<file path="src/rtl/iq_pkg.sv">
package iq_pkg;
  localparam int unsigned DLY_W = 4;
  typedef logic [DLY_W-1:0] dly_t;
  // code broadcast by a producer that finishes in one cycle
  localparam dly_t DLY_SINGLE = '1;

  function automatic dly_t dly_step(dly_t d);
    return {d[DLY_W-1], d[DLY_W-1:1]};
  endfunction
endpackage

</file>
<file path="src/rtl/iq_src_slot.sv">
module iq_src_slot
  import iq_pkg::*;
#(
  parameter int unsigned TAG_W = 6,
  parameter int unsigned NBUS  = 2
) (
  input  logic                  clk,
  input  logic                  rst_n,
  input  logic                  load,
  input  logic                  ld_vld,
  input  logic [TAG_W-1:0]      ld_tag,
  input  logic                  ld_rdy,
  input  logic                  clr_mat,
  input  logic [NBUS-1:0]       wk_valid,
  input  logic [NBUS*TAG_W-1:0] wk_tag,
  input  logic [NBUS*DLY_W-1:0] wk_dly,
  output logic                  rdy_o
);
  logic             vld_q, rdy_q, mat_q;
  logic [TAG_W-1:0] tag_q;
  dly_t             sh_q;

  logic [TAG_W-1:0] cmp_tag;
  logic             cmp_need;
  logic             hit;
  dly_t             hit_dly;

  assign cmp_tag  = load ? ld_tag : tag_q;
  assign cmp_need = load ? (ld_vld && !ld_rdy) : (vld_q && !rdy_q && !mat_q);

  // lowest-numbered lane wins when several carry the same tag
  always_comb begin
    hit     = 1'b0;
    hit_dly = '0;
    for (int b = NBUS - 1; b >= 0; b--) begin
      if (wk_valid[b] && (wk_tag[b*TAG_W +: TAG_W] == cmp_tag)) begin
        hit     = 1'b1;
        hit_dly = wk_dly[b*DLY_W +: DLY_W];
      end
    end
  end

  assign rdy_o = !vld_q || rdy_q || (mat_q && sh_q[0]);

  always_ff @(posedge clk) begin
    if (!rst_n) begin
      vld_q <= 1'b0;
      rdy_q <= 1'b0;
      mat_q <= 1'b0;
      tag_q <= '0;
      sh_q  <= '0;
    end else if (load) begin
      vld_q <= ld_vld;
      tag_q <= ld_tag;
      rdy_q <= ld_rdy;
      mat_q <= cmp_need && hit;
      sh_q  <= hit_dly;
    end else if (clr_mat) begin
      rdy_q <= rdy_o;
      mat_q <= 1'b0;
    end else if (cmp_need && hit) begin
      mat_q <= 1'b1;
      sh_q  <= hit_dly;
    end else if (mat_q) begin
      sh_q  <= dly_step(sh_q);
    end
  end


  one_cycle_wake_chk: assert property (@(posedge clk) disable iff (!rst_n)
    (hit && cmp_need && (hit_dly == DLY_SINGLE) && !clr_mat) |=> rdy_o);


  no_hit_stays_chk: assert property (@(posedge clk) disable iff (!rst_n)
    (vld_q && !rdy_q && !mat_q && !hit && !load) |=> !rdy_o);
endmodule

</file>
<file path="src/rtl/iq_entry.sv">
module iq_entry
  import iq_pkg::*;
#(
  parameter int unsigned TAG_W = 6,
  parameter int unsigned AGE_W = 5,
  parameter int unsigned NBUS  = 2
) (
  input  logic                  clk,
  input  logic                  rst_n,
  input  logic                  wr,
  input  logic                  rel,
  input  logic                  gnt,
  input  logic                  l_vld,
  input  logic [TAG_W-1:0]      l_tag,
  input  logic                  l_rdy,
  input  logic                  r_vld,
  input  logic [TAG_W-1:0]      r_tag,
  input  logic                  r_rdy,
  input  logic                  r_imm,
  input  logic [TAG_W-1:0]      dst,
  input  dly_t                  lat,
  input  logic [AGE_W-1:0]      age,
  input  logic [NBUS-1:0]       wk_valid,
  input  logic [NBUS*TAG_W-1:0] wk_tag,
  input  logic [NBUS*DLY_W-1:0] wk_dly,
  output logic                  free_o,
  output logic                  req_o,
  output logic [TAG_W-1:0]      dst_o,
  output dly_t                  lat_o,
  output logic [AGE_W-1:0]      age_o
);
  logic free_q, issued_q;
  logic l_ok, r_ok;

  iq_src_slot #(.TAG_W(TAG_W), .NBUS(NBUS)) u_left (
    .clk(clk), .rst_n(rst_n), .load(wr),
    .ld_vld(l_vld), .ld_tag(l_tag), .ld_rdy(l_rdy),
    .clr_mat(gnt),
    .wk_valid(wk_valid), .wk_tag(wk_tag), .wk_dly(wk_dly),
    .rdy_o(l_ok)
  );

  iq_src_slot #(.TAG_W(TAG_W), .NBUS(NBUS)) u_right (
    .clk(clk), .rst_n(rst_n), .load(wr),
    .ld_vld(r_vld), .ld_tag(r_tag), .ld_rdy(r_rdy || r_imm),
    .clr_mat(gnt),
    .wk_valid(wk_valid), .wk_tag(wk_tag), .wk_dly(wk_dly),
    .rdy_o(r_ok)
  );

  always_ff @(posedge clk) begin
    if (!rst_n) begin
      free_q   <= 1'b1;
      issued_q <= 1'b0;
      dst_o    <= '0;
      lat_o    <= '0;
      age_o    <= '0;
    end else if (wr) begin
      free_q   <= 1'b0;
      issued_q <= 1'b0;
      dst_o    <= dst;
      lat_o    <= lat;
      age_o    <= age;
    end else if (rel) begin
      free_q   <= 1'b1;
    end else if (gnt) begin
      issued_q <= 1'b1;
    end
  end

  assign free_o = free_q;
  assign req_o  = !free_q && !issued_q && l_ok && r_ok;


  grant_silences_chk: assert property (@(posedge clk) disable iff (!rst_n)
    (gnt && !wr && !rel) |=> !req_o);


  release_silences_chk: assert property (@(posedge clk) disable iff (!rst_n)
    (rel && !wr) |=> (free_o && !req_o));
endmodule

</file>
<file path="src/rtl/iq_alloc.sv">
module iq_alloc #(
  parameter int unsigned ENTRIES = 8
) (
  input  logic               clk,
  input  logic               rst_n,
  input  logic [ENTRIES-1:0] free_vec,
  output logic [ENTRIES-1:0] pick,
  output logic               any_free
);
  always_comb begin
    pick = '0;
    for (int i = ENTRIES - 1; i >= 0; i--) begin
      if (free_vec[i]) pick = ENTRIES'(1) << i;
    end
  end

  assign any_free = |free_vec;


  pick_single_chk: assert property (@(posedge clk) disable iff (!rst_n)
    $onehot0(pick));


  pick_is_free_chk: assert property (@(posedge clk) disable iff (!rst_n)
    ((pick & ~free_vec) == '0));
endmodule

</file>
<file path="src/rtl/iq_delay_wake.sv">
module iq_delay_wake
  import iq_pkg::*;
#(
  parameter int unsigned ENTRIES = 8,
  parameter int unsigned TAG_W   = 6,
  parameter int unsigned AGE_W   = 5,
  parameter int unsigned NBUS    = 2,
  localparam int unsigned IDX_W  = (ENTRIES > 1) ? $clog2(ENTRIES) : 1
) (
  input  logic                    clk,
  input  logic                    rst_n,
  input  logic                    disp_valid,
  output logic                    disp_ready,
  input  logic                    disp_l_vld,
  input  logic [TAG_W-1:0]        disp_l_tag,
  input  logic                    disp_l_rdy,
  input  logic                    disp_r_vld,
  input  logic [TAG_W-1:0]        disp_r_tag,
  input  logic                    disp_r_rdy,
  input  logic                    disp_r_imm,
  input  logic [TAG_W-1:0]        disp_dst,
  input  logic [DLY_W-1:0]        disp_lat,
  input  logic [AGE_W-1:0]        disp_age,
  input  logic                    rel_valid,
  input  logic [IDX_W-1:0]        rel_idx,
  input  logic [NBUS-1:0]         gnt_valid,
  input  logic [NBUS*IDX_W-1:0]   gnt_idx,
  input  logic [NBUS-1:0]         wk_valid,
  input  logic [NBUS*TAG_W-1:0]   wk_tag,
  input  logic [NBUS*DLY_W-1:0]   wk_dly,
  output logic [NBUS-1:0]         bc_valid,
  output logic [NBUS*TAG_W-1:0]   bc_tag,
  output logic [NBUS*DLY_W-1:0]   bc_dly,
  output logic [ENTRIES-1:0]      req,
  output logic [ENTRIES*AGE_W-1:0] age_vec
);
  logic [ENTRIES-1:0] free_vec, pick, wr_vec, rel_vec, gnt_vec;
  logic [TAG_W-1:0]   dst_arr [ENTRIES];
  dly_t               lat_arr [ENTRIES];
  logic               disp_fire;

  iq_alloc #(.ENTRIES(ENTRIES)) u_alloc (
    .clk(clk), .rst_n(rst_n), .free_vec(free_vec),
    .pick(pick), .any_free(disp_ready)
  );

  assign disp_fire = disp_valid && disp_ready;
  assign wr_vec    = disp_fire ? pick : '0;

  for (genvar i = 0; i < ENTRIES; i++) begin : g_ent
    always_comb begin
      gnt_vec[i] = 1'b0;
      for (int b = 0; b < NBUS; b++) begin
        if (gnt_valid[b] && (gnt_idx[b*IDX_W +: IDX_W] == IDX_W'(i)))
          gnt_vec[i] = 1'b1;
      end
    end
    assign rel_vec[i] = rel_valid && (rel_idx == IDX_W'(i));

    iq_entry #(.TAG_W(TAG_W), .AGE_W(AGE_W), .NBUS(NBUS)) u_ent (
      .clk(clk), .rst_n(rst_n),
      .wr(wr_vec[i]), .rel(rel_vec[i]), .gnt(gnt_vec[i]),
      .l_vld(disp_l_vld), .l_tag(disp_l_tag), .l_rdy(disp_l_rdy),
      .r_vld(disp_r_vld), .r_tag(disp_r_tag), .r_rdy(disp_r_rdy),
      .r_imm(disp_r_imm),
      .dst(disp_dst), .lat(disp_lat), .age(disp_age),
      .wk_valid(wk_valid), .wk_tag(wk_tag), .wk_dly(wk_dly),
      .free_o(free_vec[i]), .req_o(req[i]),
      .dst_o(dst_arr[i]), .lat_o(lat_arr[i]),
      .age_o(age_vec[i*AGE_W +: AGE_W])
    );
  end

  for (genvar b = 0; b < NBUS; b++) begin : g_bus
    logic [IDX_W-1:0] sel;
    assign sel                          = gnt_idx[b*IDX_W +: IDX_W];
    assign bc_valid[b]                  = gnt_valid[b];
    assign bc_tag[b*TAG_W +: TAG_W]     = gnt_valid[b] ? dst_arr[sel] : '0;
    assign bc_dly[b*DLY_W +: DLY_W]     = gnt_valid[b] ? lat_arr[sel] : '0;


    grant_to_requester_chk: assert property (@(posedge clk) disable iff (!rst_n)
      gnt_valid[b] |-> req[sel]);
  end


  full_blocks_chk: assert property (@(posedge clk) disable iff (!rst_n)
    (free_vec == '0) |-> !disp_ready);
endmodule

</file>
<file path="config.mk">
export PLATFORM = sky130hd
export DESIGN_NAME = iq_delay_wake
export DESIGN_NICKNAME = d
export VERILOG_FILES = /design/src/rtl/iq_pkg.sv /design/src/rtl/iq_src_slot.sv /design/src/rtl/iq_entry.sv /design/src/rtl/iq_alloc.sv /design/src/rtl/iq_delay_wake.sv
export SDC_FILE = /design/constraint.sdc
export NUM_CORES = 1
export LEC_CHECK = 0
export CAP_MARGIN = 20
export CORE_ASPECT_RATIO = 2
export CORE_MARGIN = 5
export CORE_UTILIZATION = 70
export DETAILED_ROUTE_END_ITERATION = 10
export DONT_BUFFER_PORTS = 1
export PLACE_DENSITY = 0.86
export SYNTH_ARGS = -nofsm -noshare
export SYNTH_HDL_FRONTEND = slang
export SYNTH_SLANG_ARGS = --single-unit
</file>
<file path="constraint.sdc">
create_clock -name clk -period 6.2 [get_ports clk]
set_input_delay 0.62 -clock clk [delete_from_list [all_inputs] [get_ports clk]]
set_output_delay 0.62 -clock clk [all_outputs]
set_load 0.005 [all_outputs]
</file>
==> results of run 1 <==
layout make-up:
class	count	area share, %
Multi-Input combinational cell	1865	57.1
Tap cell	352	2.17
Clock inverter	9	0.771
Timing Repair Buffer	24	0.845
Clock buffer	43	4.44
Sequential cell	344	33.9
Inverter	39	0.759
per-stage QoR:
step / cell area, sq um / power [mW]
6_report: 20300 / 4.71
4_1_cts: 20300 / 4.69
3_3_place_gp: 19200 / 2.70
3_5_place_dp: 19200 / 2.71
2_1_floorplan: 19500 / 2.70
5_1_grt: 20300 / 4.83
placed cells by master (no fill, tap or decap), types with 14 or more instances in the layout:
| cell | n |
|---|---|
| and3_1 | 38 |
| a221oi_1 | 14 |
| dfxtp_1 | 344 |
| nand2_1 | 445 |
| nand4_1 | 17 |
| mux4_2 | 40 |
| nor4_1 | 29 |
| inv_1 | 34 |
| a21oi_1 | 326 |
| xnor2_1 | 113 |
| o31ai_1 | 15 |
| o22ai_1 | 24 |
| nor3_1 | 42 |
| nand3_1 | 52 |
| nor2_1 | 168 |
| clkbuf_16 | 31 |
| a211oi_1 | 16 |
| nor2b_1 | 45 |
| o21ai_0 | 73 |
| mux2i_1 | 90 |
| xor2_1 | 39 |
| o21ai_1 | 20 |
| nand2b_1 | 30 |
| buf_4 | 21 |
registers in the layout, indices dropped and copies added (netlist names):
signal / flops
g_ent.u_ent.age_o: 40
g_ent.u_ent.dst_o: 48
g_ent.u_ent.free_o: 8
g_ent.u_ent.issued_q: 8
g_ent.u_ent.lat_o: 32
g_ent.u_ent.u_left.mat_q: 8
g_ent.u_ent.u_left.rdy_q: 8
g_ent.u_ent.u_left.sh_q: 32
g_ent.u_ent.u_left.tag_q: 48
g_ent.u_ent.u_left.vld_q: 8
g_ent.u_ent.u_right.mat_q: 8
g_ent.u_ent.u_right.rdy_q: 8
g_ent.u_ent.u_right.sh_q: 32
g_ent.u_ent.u_right.tag_q: 48
g_ent.u_ent.u_right.vld_q: 8
power breakdown:
part | leakage [nW] | internal (mW) | total, mW | switching [mW]
Sequential | 2.78 | 2.25 | 2.27 | 0.0239
Combinational | 3.74 | 0.164 | 0.402 | 0.238
Clock | 0.509 | 1.17 | 2.03 | 0.863
worst max-delay path by stage:
stage | from | end | slack [ns]
floorplan | disp_valid | g_ent[3].u_ent.u_left.sh_q[0]$_SDFFE_PN0P_ | 2.96
global placement | disp_valid | g_ent[7].u_ent.u_right.sh_q[3]$_SDFFE_PN0P_ | 2.31
detailed placement | disp_valid | g_ent[6].u_ent.u_left.sh_q[0]$_SDFFE_PN0P_ | 2.25
CTS | g_ent[4].u_ent.free_o$_SDFFE_PN1P_ | g_ent[7].u_ent.u_left.sh_q[1]$_SDFFE_PN0P_ | 2.23
global route | g_ent[4].u_ent.free_o$_SDFFE_PN1P_ | g_ent[7].u_ent.u_left.sh_q[1]$_SDFFE_PN0P_ | 1.87
finish | g_ent[4].u_ent.free_o$_SDFFE_PN1P_ | g_ent[7].u_ent.u_left.sh_q[1]$_SDFFE_PN0P_ | 2.15
cell families after synthesis:
logic type | synth area share [%]
AOI/OAI and AO/OA | 19.8
DFF | 35.3
buffers and inverters | 5.46
and+or+nand+nor | 23.3
muxes | 9.37
xor gates and xnor gates | 6.83
routing by layer:
layer,global-route usage [%],routed length (microns),up-vias
met3,8.03,6390,516
met4,39.1,7910,0
li1,-,-,8293
met1,42.8,21000,8679
met5,0,0,-
met2,70.8,32200,1183
==> reports/summary.txt, run 1 <==
Status: finished, final reports clean
Clock Path Buffers: 3
Worst setup SP type: flip-flop
First-pass GRT wire length: 103,000 microns
Crit Path Max Fanout: 20
Post-CTS setup buffers: 0
Die area: 31,500 sq um
Post-synth EDFFs: 0
Max Slew Vio Count: 0
Final TNS setup: 0 ns
CORE AREA: 27,500 sq um
Sequential fraction of the synthesis area: 35.3%
CP cell instances: or4_1 > nor3_4 > mux2i_1 > xnor2_1 > nor4_4 > nor2_1 > o31ai_4 > mux2i_1 > o21ai_1
Dpl ws: 2.25 ns
Distinct cells, synth: 96
Post-synth top area share: 35.3%
Placer Congestion: 1.00
Register area: 6890 sq um
Initial Utilization: 70.8%
IO buf count: 0
CP Depth: 9
Syn Nets: 2,521
Iter 0 DRT Violations: 2,106
Die W: 128 microns
Pwr Density: 232 nW/um^2
Multi-input logic area: 11,600 sq um
Largest net degree at the start of global routing: 118
Number of CTS-inserted buffers: 30
Core Util, Final: 73.6%
DR vias: 18,671
Worst path most repeated cell: mux2i_1
Reg-to-reg critical path startpoint: g_ent[4].u_ent.free_o$_SDFFE_PN1P_
Hold_sp: rst_n
CP top delay family: simple AND/OR/NAND/NOR gates
Required @ worst endpoint: 6.66 ns
Total Wirelength: 67,400 microns
Synth top area cells: dfxtp_1, nand2_1, a21oi_1, xnor2_1, mux2i_1
Filler Cell Count: 2,149
Worst clock skew: 0.0143 ns
Hold Path Sink: g_ent[4].u_ent.free_o$_SDFFE_PN1P_
Ys flop type: dfxtp_1
Fmax achieved: 247 MHz
Clk Tree Root Cell: clkbuf_16
Post-route DRC: 0
# clock sinks: 344
Worst setup margin: 2.15 ns
Max IR drop VDD: 317 uV
Gr ovfl total: 0
R2R cell count: 9
Share of post-route cells with drive strength above 1: 7.40%
Final worst-path cycle share: 65.3%
WHS: 0.129 ns
CTS tree: yes
RSZ-0062 raised after global routing: no
Final HPWL DP: 46,300 microns
Buffer and inverter count on the worst path: 0
Crit path arrival time: 4.51 ns
1st-pass router iterations: 8
Synthesized flop and latch total: 344
Tot GR Track Use: 42.0%
# rows: 86
Largest stage delay on the critical path: 0.91 ns
Post-route ant nets: 0
Slowest cell on crit path: nor3_4
Pleak: 7.03 nW
Vias per cell: 6.98
Max-slew headroom: 28.3%
Crit path time final: 4.05 ns
H-tree levels: 1
Vias in the first global route: 18,805
Diode count: 0
Final hold violation count: 0
Wirelength per Cell: 25.2 microns
CTS Hold Buffers Added: 0
Die Y: 246 microns
CTS resizes: 0
Tightest Hold Check Type: in -> reg
Most instantiated cells after synthesis: nand2_1, dfxtp_1, a21oi_1
Crit Path Class: reg -> reg
Synth area leader: dfxtp_1
Area Overhead vs Synth: 4.03%
Mean Syn Cell Area: 7.95 sq um
Initial antenna violation count: 0
Latest clock arrival within the worst-skew pair: 0.58 ns
Hold Crit Depth: 1
IO Pins: 140
Most numerous cell in the Yosys netlist: nand2_1
Area of the mapped netlist: 19,500 sq um
Synth Instances: 2,452
Clk slew on worst S/H paths: 0.07 ns
Max-cap violations: 0
Asr flop ratio synth: 0%
Non-filler cells, final: 2,676
Layout Nets: 2,373
FF-to-FF End: g_ent[7].u_ent.u_left.sh_q[1]$_SDFFE_PN0P_
YS warnings: 0
Final setup viols: 0
Worst-margin pin slew: 1.07 ns
Flop2flop setup slack: 2.15 ns
CP endpoint kind: flip-flop
Placed insts: 2,623
Note: power is estimated with default switching activity, not from simulation.
==> run 2, diff against run 1 <==
- CORE_UTILIZATION: 70 -> 65
- PLACE_DENSITY: 0.86 -> 0.81
- clock period: 6.2 -> 3.8 ns (I/O delays scaled with it)
==> run 2 against run 1 <==
Flip-flop and latch count is the same. Combinational power increased by 85%. Total power increased by 67%. First-iteration DRC count is 9.6% lower. Critical endpoint is now g_ent[2].u_ent.u_right.sh_q[1]$_SDFFE_PN0P_.
==> reports/summary.txt, run 2 (synthesis results as in run 1) <==
# rows: 89 (+3.5%)
CP top delay family: compound AO/OA/AOI/OAI gates
RSZ-0062 raised after global routing: no
Met3 wire len: 6130 microns (-4.2%)
DR vias: 18,861 (+1.0%)
Commonest non-fill, non-tap cells in the layout: nand2_1, dfxtp_1, a21oi_1
Initial Utilization: 65.8% (-5.0 points)
# clock sinks: 344 (unchanged)
Initial antenna violation count: 2 (+2)
Vias in the first global route: 18,471 (-1.8%)
H-tree levels: 2 (+1)
Iter 0 DRT Violations: 1,903 (-9.6%)
1st-pass router iterations: 8 (unchanged)
Crit path arrival time: 3.98 ns (-0.53 ns)
IO Pins: 140 (unchanged)
CP endpoint kind: flip-flop
Clock Path Buffers: 3 (unchanged)
Crit path time final: 3.58 ns (-0.465 ns)
Non-filler cells, final: 2,768 (+3.4%)
WHS: 0.00327 ns (-0.126 ns)
IO buf count: 0 (unchanged)
Die Y: 255 microns (+3.6%)
Met2 wire len: 33,100 microns (+3.0%)
First-pass GRT wire length: 104,000 microns (+1.1%)
Final HPWL DP: 47,900 microns (+3.4%)
Max Slew Vio Count: 0 (unchanged)
Max-cap violations: 0 (unchanged)
Slowest cell on crit path: nor4bb_4
Vias per cell: 6.81 (-2.3%)
M1 wire length: 22,400 microns (+7.0%)
Post-route ant nets: 0 (unchanged)
Final TNS setup: 0 ns (unchanged)
Tot GR Track Use: 39.8% (-2.2 points)
CTS tree: yes
Pleak: 7.40 nW (+5.3%)
Number of CTS-inserted buffers: 34 (+13%)
Flop2flop setup slack: 0.22 ns (-1.94 ns)
Status: finished, final reports clean
Die W: 132 microns (+3.5%)
Largest regs: g_ent.u_ent.dst_o: 48 flops, g_ent.u_ent.u_left.tag_q: 48 flops, g_ent.u_ent.u_right.tag_q: 48 flops
Buffer and inverter count on the worst path: 2 (+2)
Core Util, Final: 70.9% (-2.7 points)
Required @ worst endpoint: 4.20 ns (-2.46 ns)
Tightest Hold Check Type: in -> reg
Max-slew headroom: 17.5% (-11 points)
Final worst-path cycle share: 94.2% (+29 points)
Wirelength per Cell: 25.2 microns (about the same)
Largest stage delay on the critical path: 0.72 ns (-0.19 ns)
DR top layer: met4
Final hold violation count: 0 (unchanged)
Final setup viols: 0 (unchanged)
Area Overhead vs Synth: 7.74%
Total Wirelength: 69,700 microns (+3.4%)
Most common cell after layout, fill and taps aside: nand2_1
Crit Path Max Fanout: 29 (+45%)
Crit Path Class: reg -> reg
Largest net degree at the start of global routing: 121 (+2.5%)
Share of post-route cells with drive strength above 1: 9.16% (+1.8 points)
Placed insts: 2,667 (+1.7%)
Worst clock skew: 0.0192 ns (+0.00489 ns)
Worst-margin pin slew: 1.21 ns (+0.139 ns)
Die area: 33,800 sq um (+7.2%)
Worst setup SP type: flip-flop
Placer Congestion: 1.04 (+3.5%)
CP cell instances: buf_4 > nor4bb_4 > buf_4 > nand3_1 > nor2_1 > o21a_1 > o2111a_1 > nor2_1 > o31ai_1 > mux2i_1 > o22ai_1
Fmax achieved: 279 MHz (+13%)
Gr ovfl total: 0 (unchanged)
Layout Nets: 2,450 (+3.2%)
CORE AREA: 29,600 sq um (+7.5%)
Latest clock arrival within the worst-skew pair: 0.54 ns (-0.04 ns)
Filler Cell Count: 2,412 (+12%)
Max IR drop VDD: 400 uV (+26%)
Clk Tree Root Cell: clkbuf_16
Clk slew on worst S/H paths: 0.06 ns (about the same)
Pwr Density: 374 nW/um^2 (+61%)
Post-route DRC: 0 (unchanged)
## run 2: cell types whose count changed in the layout (fill, tap and decap cells not counted), sizes merged
cell and change:
inv +1, dlygate4sd3 +30, bufinv -2, clkinvlp -1, diode +2, clkinv +3
buf +44, clkbuf +3
## run 2: worst paths after layout
kind	endpoint	from	cells after the start
setup / recovery	g_ent[2].u_ent.u_right.sh_q[1]$_SDFFE_PN0P_	g_ent[0].u_ent.free_o$_SDFFE_PN1P_	11
hold / removal	g_ent[3].u_ent.u_right.rdy_q$_SDFFE_PN0P_	rst_n	2
setup reg to reg	g_ent[2].u_ent.u_right.sh_q[1]$_SDFFE_PN0P_	g_ent[0].u_ent.free_o$_SDFFE_PN1P_	11
hold reg to reg	g_ent[4].u_ent.u_left.sh_q[2]$_SDFFE_PN0P_	g_ent[4].u_ent.u_left.sh_q[2]$_SDFFE_PN0P_	2
## run 2: layer usage
metal  GRT usage, %  vias up
met1           40.4     8773
met4           37.8        0
met5              0        -
li1               -     8474
met3           7.22      450
met2           68.5     1164
## run 2: through the flow
step	total power [mW]	setup slack, ns	area, sq um
floorplan	4.41	0.613	19500
global placement	4.42	0.255	19500
detailed placement	4.43	0.160	19500
CTS	7.84	0.138	20900
global route	8.06	0.0150	21000
finish	7.85	0.219	21000
## run 2: worst reg2reg max path, delay by kind of cell, from the launching register on
kind,cells,cell delay (ns)
mux,1,0.27
buf+inv,2,0.53
simple gates,4,1.06
compound gates,4,1.21
flops,1,0.37
## run 2: what timing repair did
action,CTS,global route
setup buffers,0,11
setup endpoints to repair,0,5
resized for setup,0,2
hold endpoints to repair,177,0
hold buffers,31,0
## run 2: cell type report
| cell class | instances | area [sq um] | share of cell area [%] |
|---|---|---|---|
| inverter | 39 | 154 | 0.732 |
| timing repair buffer | 97 | 828 | 3.94 |
| clock buffer | 47 | 981 | 4.67 |
| tap | 364 | 455 | 2.17 |
| antenna | 2 | 5.00 | 0.0238 |
| clock inverter | 10 | 109 | 0.518 |
| multi-input combinational | 1865 | 11600 | 55.2 |
| sequential | 344 | 6890 | 32.8 |
## run 2: power breakdown
group          leakage, nW  total [mW]  switching, mW  internal [mW]
Clock                0.534        3.40           1.46           1.94
Sequential            2.78        3.71         0.0383           3.67
Combinational         4.09       0.744          0.437          0.307
